**config.mk**
```make
export PLATFORM = sky130hd
export DESIGN_NAME = wdt_two_stage
export DESIGN_NICKNAME = d
export VERILOG_FILES = /design/src/rtl/wdt_pkg.sv /design/src/rtl/wdt_counter.sv /design/src/rtl/wdt_status.sv /design/src/rtl/wdt_regif.sv /design/src/rtl/wdt_two_stage.sv
export SDC_FILE = /design/constraint.sdc
export NUM_CORES = 1
export LEC_CHECK = 0
export ABC_AREA = 1
export BUFFER_PORTS_ARGS = -buffer_cell sky130_fd_sc_hd__buf_2
export CELL_PAD_IN_SITES_DETAIL_PLACEMENT = 1
export CELL_PAD_IN_SITES_GLOBAL_PLACEMENT = 1
export CORE_MARGIN = 2
export CORE_UTILIZATION = 30
export DETAILED_ROUTE_END_ITERATION = 10
export PLACE_DENSITY = 0.78
export SETUP_SLACK_MARGIN = 0.1
export SYNTH_ARGS = -nofsm -noshare
export SYNTH_HDL_FRONTEND = slang
export SYNTH_SLANG_ARGS = --single-unit
export TNS_END_PERCENT = 50
```
**constraint.sdc**
```tcl
create_clock -name clk -period 1.5 [get_ports clk]
set_input_delay 0.15 -clock clk [delete_from_list [all_inputs] [get_ports clk]]
set_output_delay 0.15 -clock clk [all_outputs]
set_load 0.1 [all_outputs]
```
**src/rtl/wdt_pkg.sv**
```systemverilog
// Shared definitions for the two-stage watchdog: register addresses,
// status bit layout and the status record type.
package wdt_pkg;

    localparam int ADDR_W = 2;

    // Register map of the software port.
    typedef enum logic [ADDR_W-1:0] {
        REG_RELOAD = 2'd0,
        REG_CTRL   = 2'd1,
        REG_STATUS = 2'd2,
        REG_COUNT  = 2'd3
    } wdt_reg_e;

    // Control and status bit positions.
    localparam int CTRL_HALT = 0;
    localparam int ST_W      = 3;

    // Status flags; packed so that bit 0 is tmo1, bit 1 tmo2, bit 2 boot.
    typedef struct packed {
        logic boot;
        logic tmo2;
        logic tmo1;
    } wdt_status_t;

endpackage

```
**src/rtl/wdt_counter.sv**
```systemverilog
// Down-counter of the watchdog.
// Function: counts down once per cycle. At zero it flags an expiry and
// reloads from the programmed value. A load request restarts it at
// load_val and suppresses the expiry. Halt freezes it.
// Assumes: synchronous active-low reset; load has priority over halt.
module wdt_counter #(
    parameter int CNT_W      = 8,
    parameter int RELOAD_RST = 255
) (
    input  logic             clk,
    input  logic             rst_n,
    input  logic             halt,
    input  logic             load,
    input  logic [CNT_W-1:0] load_val,
    input  logic [CNT_W-1:0] reload_val,
    output logic [CNT_W-1:0] count,
    output logic             expire
);

    localparam logic [CNT_W-1:0] RST_VAL = CNT_W'(RELOAD_RST);

    logic at_zero;

    // Detect the terminal count and qualify it as an expiry.
    always_comb begin
        at_zero = (count == '0);
        expire  = at_zero && !halt && !load;
    end

    // Count down, reload on expiry, restart on software load.
    always_ff @(posedge clk) begin
        if (!rst_n) begin
            count <= RST_VAL;
        end else if (load) begin
            count <= load_val;
        end else if (halt) begin
            count <= count;
        end else if (at_zero) begin
            count <= reload_val;
        end else begin
            count <= count - 1'b1;
        end
    end

    AST_HALT_HOLDS: assert property (@(posedge clk) disable iff (!rst_n)
        (halt && !load) |=> (count == $past(count)));

    AST_DECREMENT: assert property (@(posedge clk) disable iff (!rst_n)
        (!halt && !load && count != '0) |=> (count == $past(count) - 1'b1));

    AST_RELOAD_ON_EXPIRY: assert property (@(posedge clk) disable iff (!rst_n)
        expire |=> (count == $past(reload_val)));

    AST_LOAD_RESTART: assert property (@(posedge clk) disable iff (!rst_n)
        load |=> (count == $past(load_val)));

endmodule

```
**src/rtl/wdt_status.sv**
```systemverilog
// Status tracker of the watchdog.
// Function: keeps the first-timeout, second-timeout and boot flags and a
// sticky record of ROM access. It also issues a one-cycle reboot pulse
// on the rise of the second-timeout flag.
// Assumes: expire is already blocked while halted. Clears arrive as a
// write-one mask, and a hardware set beats a clear in the same cycle.
module wdt_status
    import wdt_pkg::*;
(
    input  logic        clk,
    input  logic        rst_n,
    input  logic        expire,
    input  wdt_status_t clr,
    input  logic        rom_access,
    input  logic        reboot_allow,
    output wdt_status_t status,
    output logic        reboot_req
);

    logic set_tmo1;
    logic set_tmo2;
    logic rise_tmo2;
    logic set_boot;
    logic rom_seen;

    // Work out the hardware set conditions for this cycle.
    always_comb begin
        set_tmo1  = expire;
        set_tmo2  = expire && status.tmo1;
        rise_tmo2 = set_tmo2 && !status.tmo2;
        set_boot  = rise_tmo2 && !rom_seen;
    end

    // Status flags: set by hardware, cleared by write-one, set wins.
    always_ff @(posedge clk) begin
        if (!rst_n) begin
            status <= '0;
        end else begin
            status.tmo1 <= set_tmo1 || (status.tmo1 && !clr.tmo1);
            status.tmo2 <= set_tmo2 || (status.tmo2 && !clr.tmo2);
            status.boot <= set_boot || (status.boot && !clr.boot);
        end
    end

    // Sticky record of the first ROM strobe since reset.
    always_ff @(posedge clk) begin
        if (!rst_n) begin
            rom_seen <= 1'b0;
        end else if (rom_access) begin
            rom_seen <= 1'b1;
        end
    end

    // One-cycle reboot request on the rise of the second-timeout flag.
    always_ff @(posedge clk) begin
        if (!rst_n) begin
            reboot_req <= 1'b0;
        end else begin
            reboot_req <= rise_tmo2 && reboot_allow;
        end
    end

    AST_EXPIRY_SETS_TMO1: assert property (@(posedge clk) disable iff (!rst_n)
        expire |=> status.tmo1);

    AST_TMO2_NEEDS_TMO1: assert property (@(posedge clk) disable iff (!rst_n)
        $rose(status.tmo2) |-> $past(status.tmo1));

    AST_BOOT_ON_TMO2_RISE: assert property (@(posedge clk) disable iff (!rst_n)
        $rose(status.boot) |-> $rose(status.tmo2));

    AST_BOOT_BLOCKED_BY_ROM: assert property (@(posedge clk) disable iff (!rst_n)
        rom_seen |=> !$rose(status.boot));

    AST_REBOOT_ON_RISE: assert property (@(posedge clk) disable iff (!rst_n)
        reboot_req |-> $rose(status.tmo2));

    AST_REBOOT_ONE_CYCLE: assert property (@(posedge clk) disable iff (!rst_n)
        reboot_req |=> !reboot_req);

endmodule

```
**src/rtl/wdt_regif.sv**
```systemverilog
// Register port of the watchdog.
// Function: holds the reload value and the halt control, decodes writes
// into a counter restart and a status clear mask, and muxes read data.
// Assumes: single address shared by reads and writes. Reads are
// combinational and have no side effects.
module wdt_regif
    import wdt_pkg::*;
#(
    parameter int CNT_W      = 8,
    parameter int DATA_W     = 16,
    parameter int RELOAD_RST = 255
) (
    input  logic              clk,
    input  logic              rst_n,
    input  logic [ADDR_W-1:0] reg_addr,
    input  logic              reg_wr,
    input  logic [DATA_W-1:0] reg_wdata,
    input  logic [CNT_W-1:0]  count,
    input  wdt_status_t       status,
    output logic [DATA_W-1:0] reg_rdata,
    output logic [CNT_W-1:0]  reload_val,
    output logic              halt,
    output logic              load,
    output wdt_status_t       clr
);

    localparam logic [CNT_W-1:0] RST_VAL = CNT_W'(RELOAD_RST);

    logic wr_reload;
    logic wr_ctrl;
    logic wr_status;

    // Decode write strobes per register.
    always_comb begin
        wr_reload = reg_wr && (reg_addr == REG_RELOAD);
        wr_ctrl   = reg_wr && (reg_addr == REG_CTRL);
        wr_status = reg_wr && (reg_addr == REG_STATUS);
        load      = wr_reload;
        clr       = wr_status ? wdt_status_t'(reg_wdata[ST_W-1:0]) : '0;
    end

    // Reload value register.
    always_ff @(posedge clk) begin
        if (!rst_n) begin
            reload_val <= RST_VAL;
        end else if (wr_reload) begin
            reload_val <= reg_wdata[CNT_W-1:0];
        end
    end

    // Halt control register.
    always_ff @(posedge clk) begin
        if (!rst_n) begin
            halt <= 1'b0;
        end else if (wr_ctrl) begin
            halt <= reg_wdata[CTRL_HALT];
        end
    end

    // Read data multiplexer; undefined bits read as zero.
    always_comb begin
        reg_rdata = '0;
        case (wdt_reg_e'(reg_addr))
            REG_RELOAD: reg_rdata[CNT_W-1:0]  = reload_val;
            REG_CTRL:   reg_rdata[CTRL_HALT]  = halt;
            REG_STATUS: reg_rdata[ST_W-1:0]   = status;
            REG_COUNT:  reg_rdata[CNT_W-1:0]  = count;
            default:    reg_rdata             = '0;
        endcase
    end

    AST_RELOAD_STABLE: assert property (@(posedge clk) disable iff (!rst_n)
        !wr_reload |=> $stable(reload_val));

endmodule

```
**src/rtl/wdt_two_stage.sv**
```systemverilog
// Two-stage watchdog top level.
// Function: joins the register port, the down-counter and the status
// tracker. The reboot request leaves directly from the status tracker.
// Assumes: one clock domain; synchronous active-low reset;
// CNT_W >= 3 and CNT_W <= DATA_W.
module wdt_two_stage
    import wdt_pkg::*;
#(
    parameter int CNT_W      = 8,
    parameter int DATA_W     = 16,
    parameter int RELOAD_RST = 255
) (
    input  logic              clk,
    input  logic              rst_n,
    input  logic [1:0]        reg_addr,
    input  logic              reg_wr,
    input  logic [DATA_W-1:0] reg_wdata,
    output logic [DATA_W-1:0] reg_rdata,
    input  logic              rom_access,
    input  logic              reboot_allow,
    output logic              reboot_req
);

    logic [CNT_W-1:0] count;
    logic [CNT_W-1:0] reload_val;
    logic             halt;
    logic             load;
    logic             expire;
    wdt_status_t      status;
    wdt_status_t      clr;

    // Register port.
    wdt_regif #(
        .CNT_W      (CNT_W),
        .DATA_W     (DATA_W),
        .RELOAD_RST (RELOAD_RST)
    ) u_regif (
        .clk        (clk),
        .rst_n      (rst_n),
        .reg_addr   (reg_addr),
        .reg_wr     (reg_wr),
        .reg_wdata  (reg_wdata),
        .count      (count),
        .status     (status),
        .reg_rdata  (reg_rdata),
        .reload_val (reload_val),
        .halt       (halt),
        .load       (load),
        .clr        (clr)
    );

    // Down-counter.
    wdt_counter #(
        .CNT_W      (CNT_W),
        .RELOAD_RST (RELOAD_RST)
    ) u_counter (
        .clk        (clk),
        .rst_n      (rst_n),
        .halt       (halt),
        .load       (load),
        .load_val   (reg_wdata[CNT_W-1:0]),
        .reload_val (reload_val),
        .count      (count),
        .expire     (expire)
    );

    // Status tracker.
    wdt_status u_status (
        .clk          (clk),
        .rst_n        (rst_n),
        .expire       (expire),
        .clr          (clr),
        .rom_access   (rom_access),
        .reboot_allow (reboot_allow),
        .status       (status),
        .reboot_req   (reboot_req)
    );

    AST_HALT_BLOCKS_SET: assert property (@(posedge clk) disable iff (!rst_n)
        halt |=> (!$rose(status.tmo1) && !$rose(status.tmo2)));

    AST_SW_NEVER_SETS: assert property (@(posedge clk) disable iff (!rst_n)
        !expire |=> !$rose(status.tmo1));

endmodule

```
* Word level (Yosys, flattened, before mapping)
Cells that the tools add are included. Widths: inputs -> output; s select.
Word-level totals: register bits 22, logic and storage cells 44, input bits 23, output and inout bits 17
Cells by class: eq/ne operators 4, add/subtract/negate cells 1, reductions and logical operators 24, mux-type cells 7
Operators with widths (number):
- $mux 8 | 3
- $logic_and 1x1->1 | 12
- $pmux 5 s2 | 1
- $logic_not 8->1 | 1
- $sub 8x1->8 const B | 1
- $logic_not 1->1 | 7
- $pmux 2 s3 | 1
- $eq 2x2->1 const B | 2
- $pmux 1 s4 | 1
- $logic_or 1x1->1 | 3
- $mux 3 | 1
- $eq 2x1->1 const B | 1
- $logic_not 2->1 | 1
- $ne 2x1->1 const B | 1

* Logic depth before layout (Yosys ltp)
depth in word-level cells 8, mapped depth 10, gate-level depth less buffers 9

* Cells and area by module
A second synthesis with hierarchy kept.
Unflattened totals: cell total of the unflattened synthesis 233, area, all modules 1536.5 um^2
Modules (own cells, without submodules):
- wdt_counter | times used 1, area each 718.2 um^2, seq. area each 160.2 um^2, cells an instance 108
- wdt_regif | times used 1, area each 640.6 um^2, seq. area each 180.2 um^2, cells an instance 102
- wdt_status | times used 1, area each 177.7 um^2, seq. area each 100.1 um^2, cells an instance 23

* Worst setup path before layout
OpenSTA, ideal clock, no wires.
path kind in2out, from input port reg_addr[0], to output port reg_rdata[0], buffers on the path 1, required time 1.350 ns, stages 4, data arrival time 2.226 ns, setup slack -0.876 ns, path through ha_1 > clkbuf_1 > a21oi_1 > a32oi_1
Between the ends: word-level cells in the longest chain between the ends 2
RTL lines:
- start: declaration | line wdt_two_stage.sv:15 | input logic [1:0] reg_addr,
- $eq 2x2->1, or another cell as far along | line wdt_regif.sv:63 | case (wdt_reg_e'(reg_addr))
- $pmux 1 s4 (*) | line wdt_regif.sv:63
- end: declaration | line wdt_two_stage.sv:18 | output logic [DATA_W-1:0] reg_rdata,
Every way passes the cells marked *; elsewhere a longest branch is shown, timed or not.

* Worst setup path after layout
from register u_counter.count[1], to register u_counter.count[1]
Between the ends: word-level cells in the longest chain between the ends 4
RTL lines:
- start: declaration | line wdt_counter.sv:16 | output logic [CNT_W-1:0] count,
- start signal: assignment | line wdt_counter.sv:35 | count <= load_val;
- start signal: assignment | line wdt_counter.sv:37 | count <= count;
- start signal: assignment | line wdt_counter.sv:39 | count <= reload_val;
- $sub 8x1->8 or $logic_not 8->1 (tied branches) | line wdt_counter.sv:41, wdt_counter.sv:26
- $mux 8 (*) | line wdt_counter.sv:38 | end else if (at_zero) begin
- $mux 8 (*) | line wdt_counter.sv:36 | end else if (halt) begin
- $mux 8 (*) | line wdt_counter.sv:34 | end else if (load) begin
Every way passes the cells marked *; elsewhere a longest branch is shown, timed or not. The select of a mux whose other input is x is not followed. A chain may end at the register's enable or synchronous reset.

==> impl_metrics.py <==
metrics = {
    "floorplan": {
        "core_mm2": 0.00441,
        "row_count": 24,
        "die_x_um": 72.2,
        "start_util": 0.316,
        "design.die.area_mm2": 0.00521,
        "die_h_um": 72.2,
        "io_pins": 40,
    },
    "routing": {
        "vias_per_cell": 4.95,
        "antenna_left": 0,
        "via_count": 1499,
        "drc": 0,
        "drtPass1Iterations": 4,
        "initialDrtViolationCount": 55,
        "wl_per_cell_um": 15.3,
        "wl_um": 4620,
    },
    "final_layout": {
        "mostFrequentLayoutCell": "nand2_1",
        "nFillCells": 560,
        "utilization": 0.457,
        "final-seq-area_um2": 447,
        "syn_to_final_growth_pct": 44.6,
        "fin_nets": 283,
        "layout_common_cells": "nand2_1, inv_1, buf_4, dfxtp_1",
        "multiInputGateArea_um2": 915,
        "final_cell_area_mm2": 0.00202,
        "drive_gt1_frac": 0.323,
        "diodes": 0,
    },
    "setup_path": {
        "slowest_delay_ps": 330,
        "crit_type": "register to register",
        "arrival_ps": 1540,
        "required_ps": 1650,
        "cpMostUsedCell": "buf_4",
        "end_kind": "register",
        "crit_chain": "inv_1 > ha_4 > nand2_4 > nor2_8 > buf_4 > buf_4 > nand2_1 > nand3_1 > o211ai_1",
        "worst_setup_path_start_kind": "register",
        "crit_path_top_delay_cell": "dfxtp_2",
        "path_max_fanout": 5,
        "rrSetupSlack_ps": 110,
        "path_buf_inv": 3,
        "crit_family": "simple AND/OR/NAND/NOR gates",
    },
    "clock_network": {
        "clkTransAtPathRegs_ps": 90,
        "clkLatencyLatePin_ps": 270,
        "holdBufCountCts": 0,
        "cts_tree": "built",
        "htree_levels": 1,
        "ctsLongestPathBuffers": 2,
        "clock-root-buffer": "clkbuf_8",
        "cts_buffers": 3,
        "cts.sinks": 22,
    },
    "logic_synthesis": {
        "synth_area_mm2": 0.00139,
        "syn_area_per_cell_um2": 6.67,
        "synth_cells": 209,
        "synth_area_leaders": "dfxtp_1, nand2_1, inv_1, ha_1, a21oi_1",
        "synth_top_area_cell": "dfxtp_1",
        "synthFlopType": "dfxtp_1",
        "ys_seq_elements": 22,
        "synth.distinct_cells": 26,
        "synth.yosys.warnings": 0,
        "synth_edf_count": 0,
        "async_reset_ff_frac": 0,
        "synth_top_cell_area_share": 0.316,
        "yosysSeqAreaShare": 0.316,
    },
    "place": {
        "place_area_mm2": 0.00180,
        "post-dp-hpwl_um": 3240,
        "io_buffer_count": 23,
        "gp_congestion": 0.758,
    },
    "sta": {
        "period_needed_ps": 1390,
        "drv_slew": 0,
        "finalHoldViolations": 0,
        "clock.fmax_ghz": 0.721,
        "rsz0062_at_grt": "true",
        "finalCritPeriodShare": 0.925,
        "skew_ps": 5.03,
        "finalSetupViolCount": 0,
    },
    "global_route": {
        "grt_use_total": 0.184,
        "grt_max_degree": 16,
        "grt_overflow": 0,
        "first_global_vias": 1522,
        "antenna_found_initial": 0,
        "grt_first_pass_wirelength_um": 7520,
    },
    "status": {
        "status": "finished, final reports clean",
    },
    "power_and_ir_drop": {
        "switching_share": 0.391,
        "power.internal_w": 0.00108,
        "power_frac_comb": 0.379,
        "clkPwrFrac": 0.253,
        "p_per_area_mw_per_mm2": 879,
        "max-vdd-ir-drop_mv": 0.489,
        "p_seq_frac": 0.368,
        "switchingPower_w": 0.000693,
        "power.leakage_nw": 1.04,
    },
    "run": {
        "cap_violations": 0,
    },
    "hold_path": {
        "hold_class": "input pin to register",
    },
}
==> synthesized netlist by cell type (all sizes together), types with 2 or more instances <==
cell and instances:
a21oi 19, buf 11, clkbuf 2, dfxtp 22, ha 8, inv 29, nand2 63, nand3 8
nor2 21, o211ai 5, o21ai 14, xnor2 2
==> cell families after synthesis <==
group                      Yosys count  share of synthesized area
buffers and inverters               42                      0.146
other                                1                    0.00269
xor gates and xnor gates             2                     0.0126
AOI/OAI and AO/OA                   41                      0.163
adders and majority gates            8                     0.0718
DFF                                 22                      0.316
and+or+nand+nor                     93                      0.287
==> metal layers <==
layer	track usage	vias up	share of wire
li1	-	728	-
met4	0.0545	0	0.019
met2	0.316	35	0.51
met5	0	-	0
met3	0.0264	8	0.026
met1	0.238	728	0.44
==> flip-flops by register name (all words and copies together) (netlist names) <==
register,flops
u_status.status,3
u_regif.reload_val,8
u_status.rom_seen,1
u_status.reboot_req,1
u_counter.count,8
u_regif.halt,1
==> per-stage QoR <==
step	hold slack (ps)	TNS [ps]	power [W]	cells	setup slack (ps)
4_1_cts	94.8	0	0.00173	298	90.6
3_3_place_gp	354	0	0.00128	291	104
5_1_grt	93.7	0	0.00185	303	54.3
3_5_place_dp	371	0	0.00129	291	33.8
2_1_floorplan	265	-412	0.00109	216	-139
6_report	95.4	0	0.00177	303	113
==> area by class of cell <==
type                       instances  area share
sequential                        22       0.222
clock buffer                       4      0.0273
tap                               52      0.0323
inverter                          29      0.0540
multi-input combinational        152       0.454
timing repair buffer              44       0.211
==> what timing repair did <==
| action | CTS | global route |
|---|---|---|
| buffers inserted | 3 | 5 |
| setup endpoints to repair | 4 | 15 |
| pin swaps | 2 | 8 |
| resized for setup | 4 | 26 |
| gates cloned | 0 | 0 |
| hold endpoints to repair | 0 | 0 |
==> power groups by stage <==
stage	Sequential [W]	Combinational [W]	Clock, W
after floorplan	0.000656	0.000436	0
after global placement	0.000661	0.000615	0
after detailed placement	0.000663	0.000629	0
after CTS	0.000649	0.000637	0.000444
after global routing	0.000657	0.000716	0.000472
final	0.000652	0.000672	0.000448
==> worst register-to-register path, stage by stage (launching register included) <==
cell and delay (ps):
dfxtp_2 330, inv_1 110, ha_4 150, nand2_4 60
nor2_8 140, buf_4 120, buf_4 90, nand2_1 70
nand3_1 100, o211ai_1 90
==> final timing paths <==
check	from	to	depth (start not counted)
max	u_counter.count[1]$_SDFFE_PN1P_	u_counter.count[1]$_SDFFE_PN1P_	9
max reg2reg	u_counter.count[1]$_SDFFE_PN1P_	u_counter.count[1]$_SDFFE_PN1P_	9
min reg2reg	u_status.rom_seen$_SDFFE_PN0P_	u_status.rom_seen$_SDFFE_PN0P_	2
min	rom_access	u_status.rom_seen$_SDFFE_PN0P_	3
(Power assumes the default switching activity.)
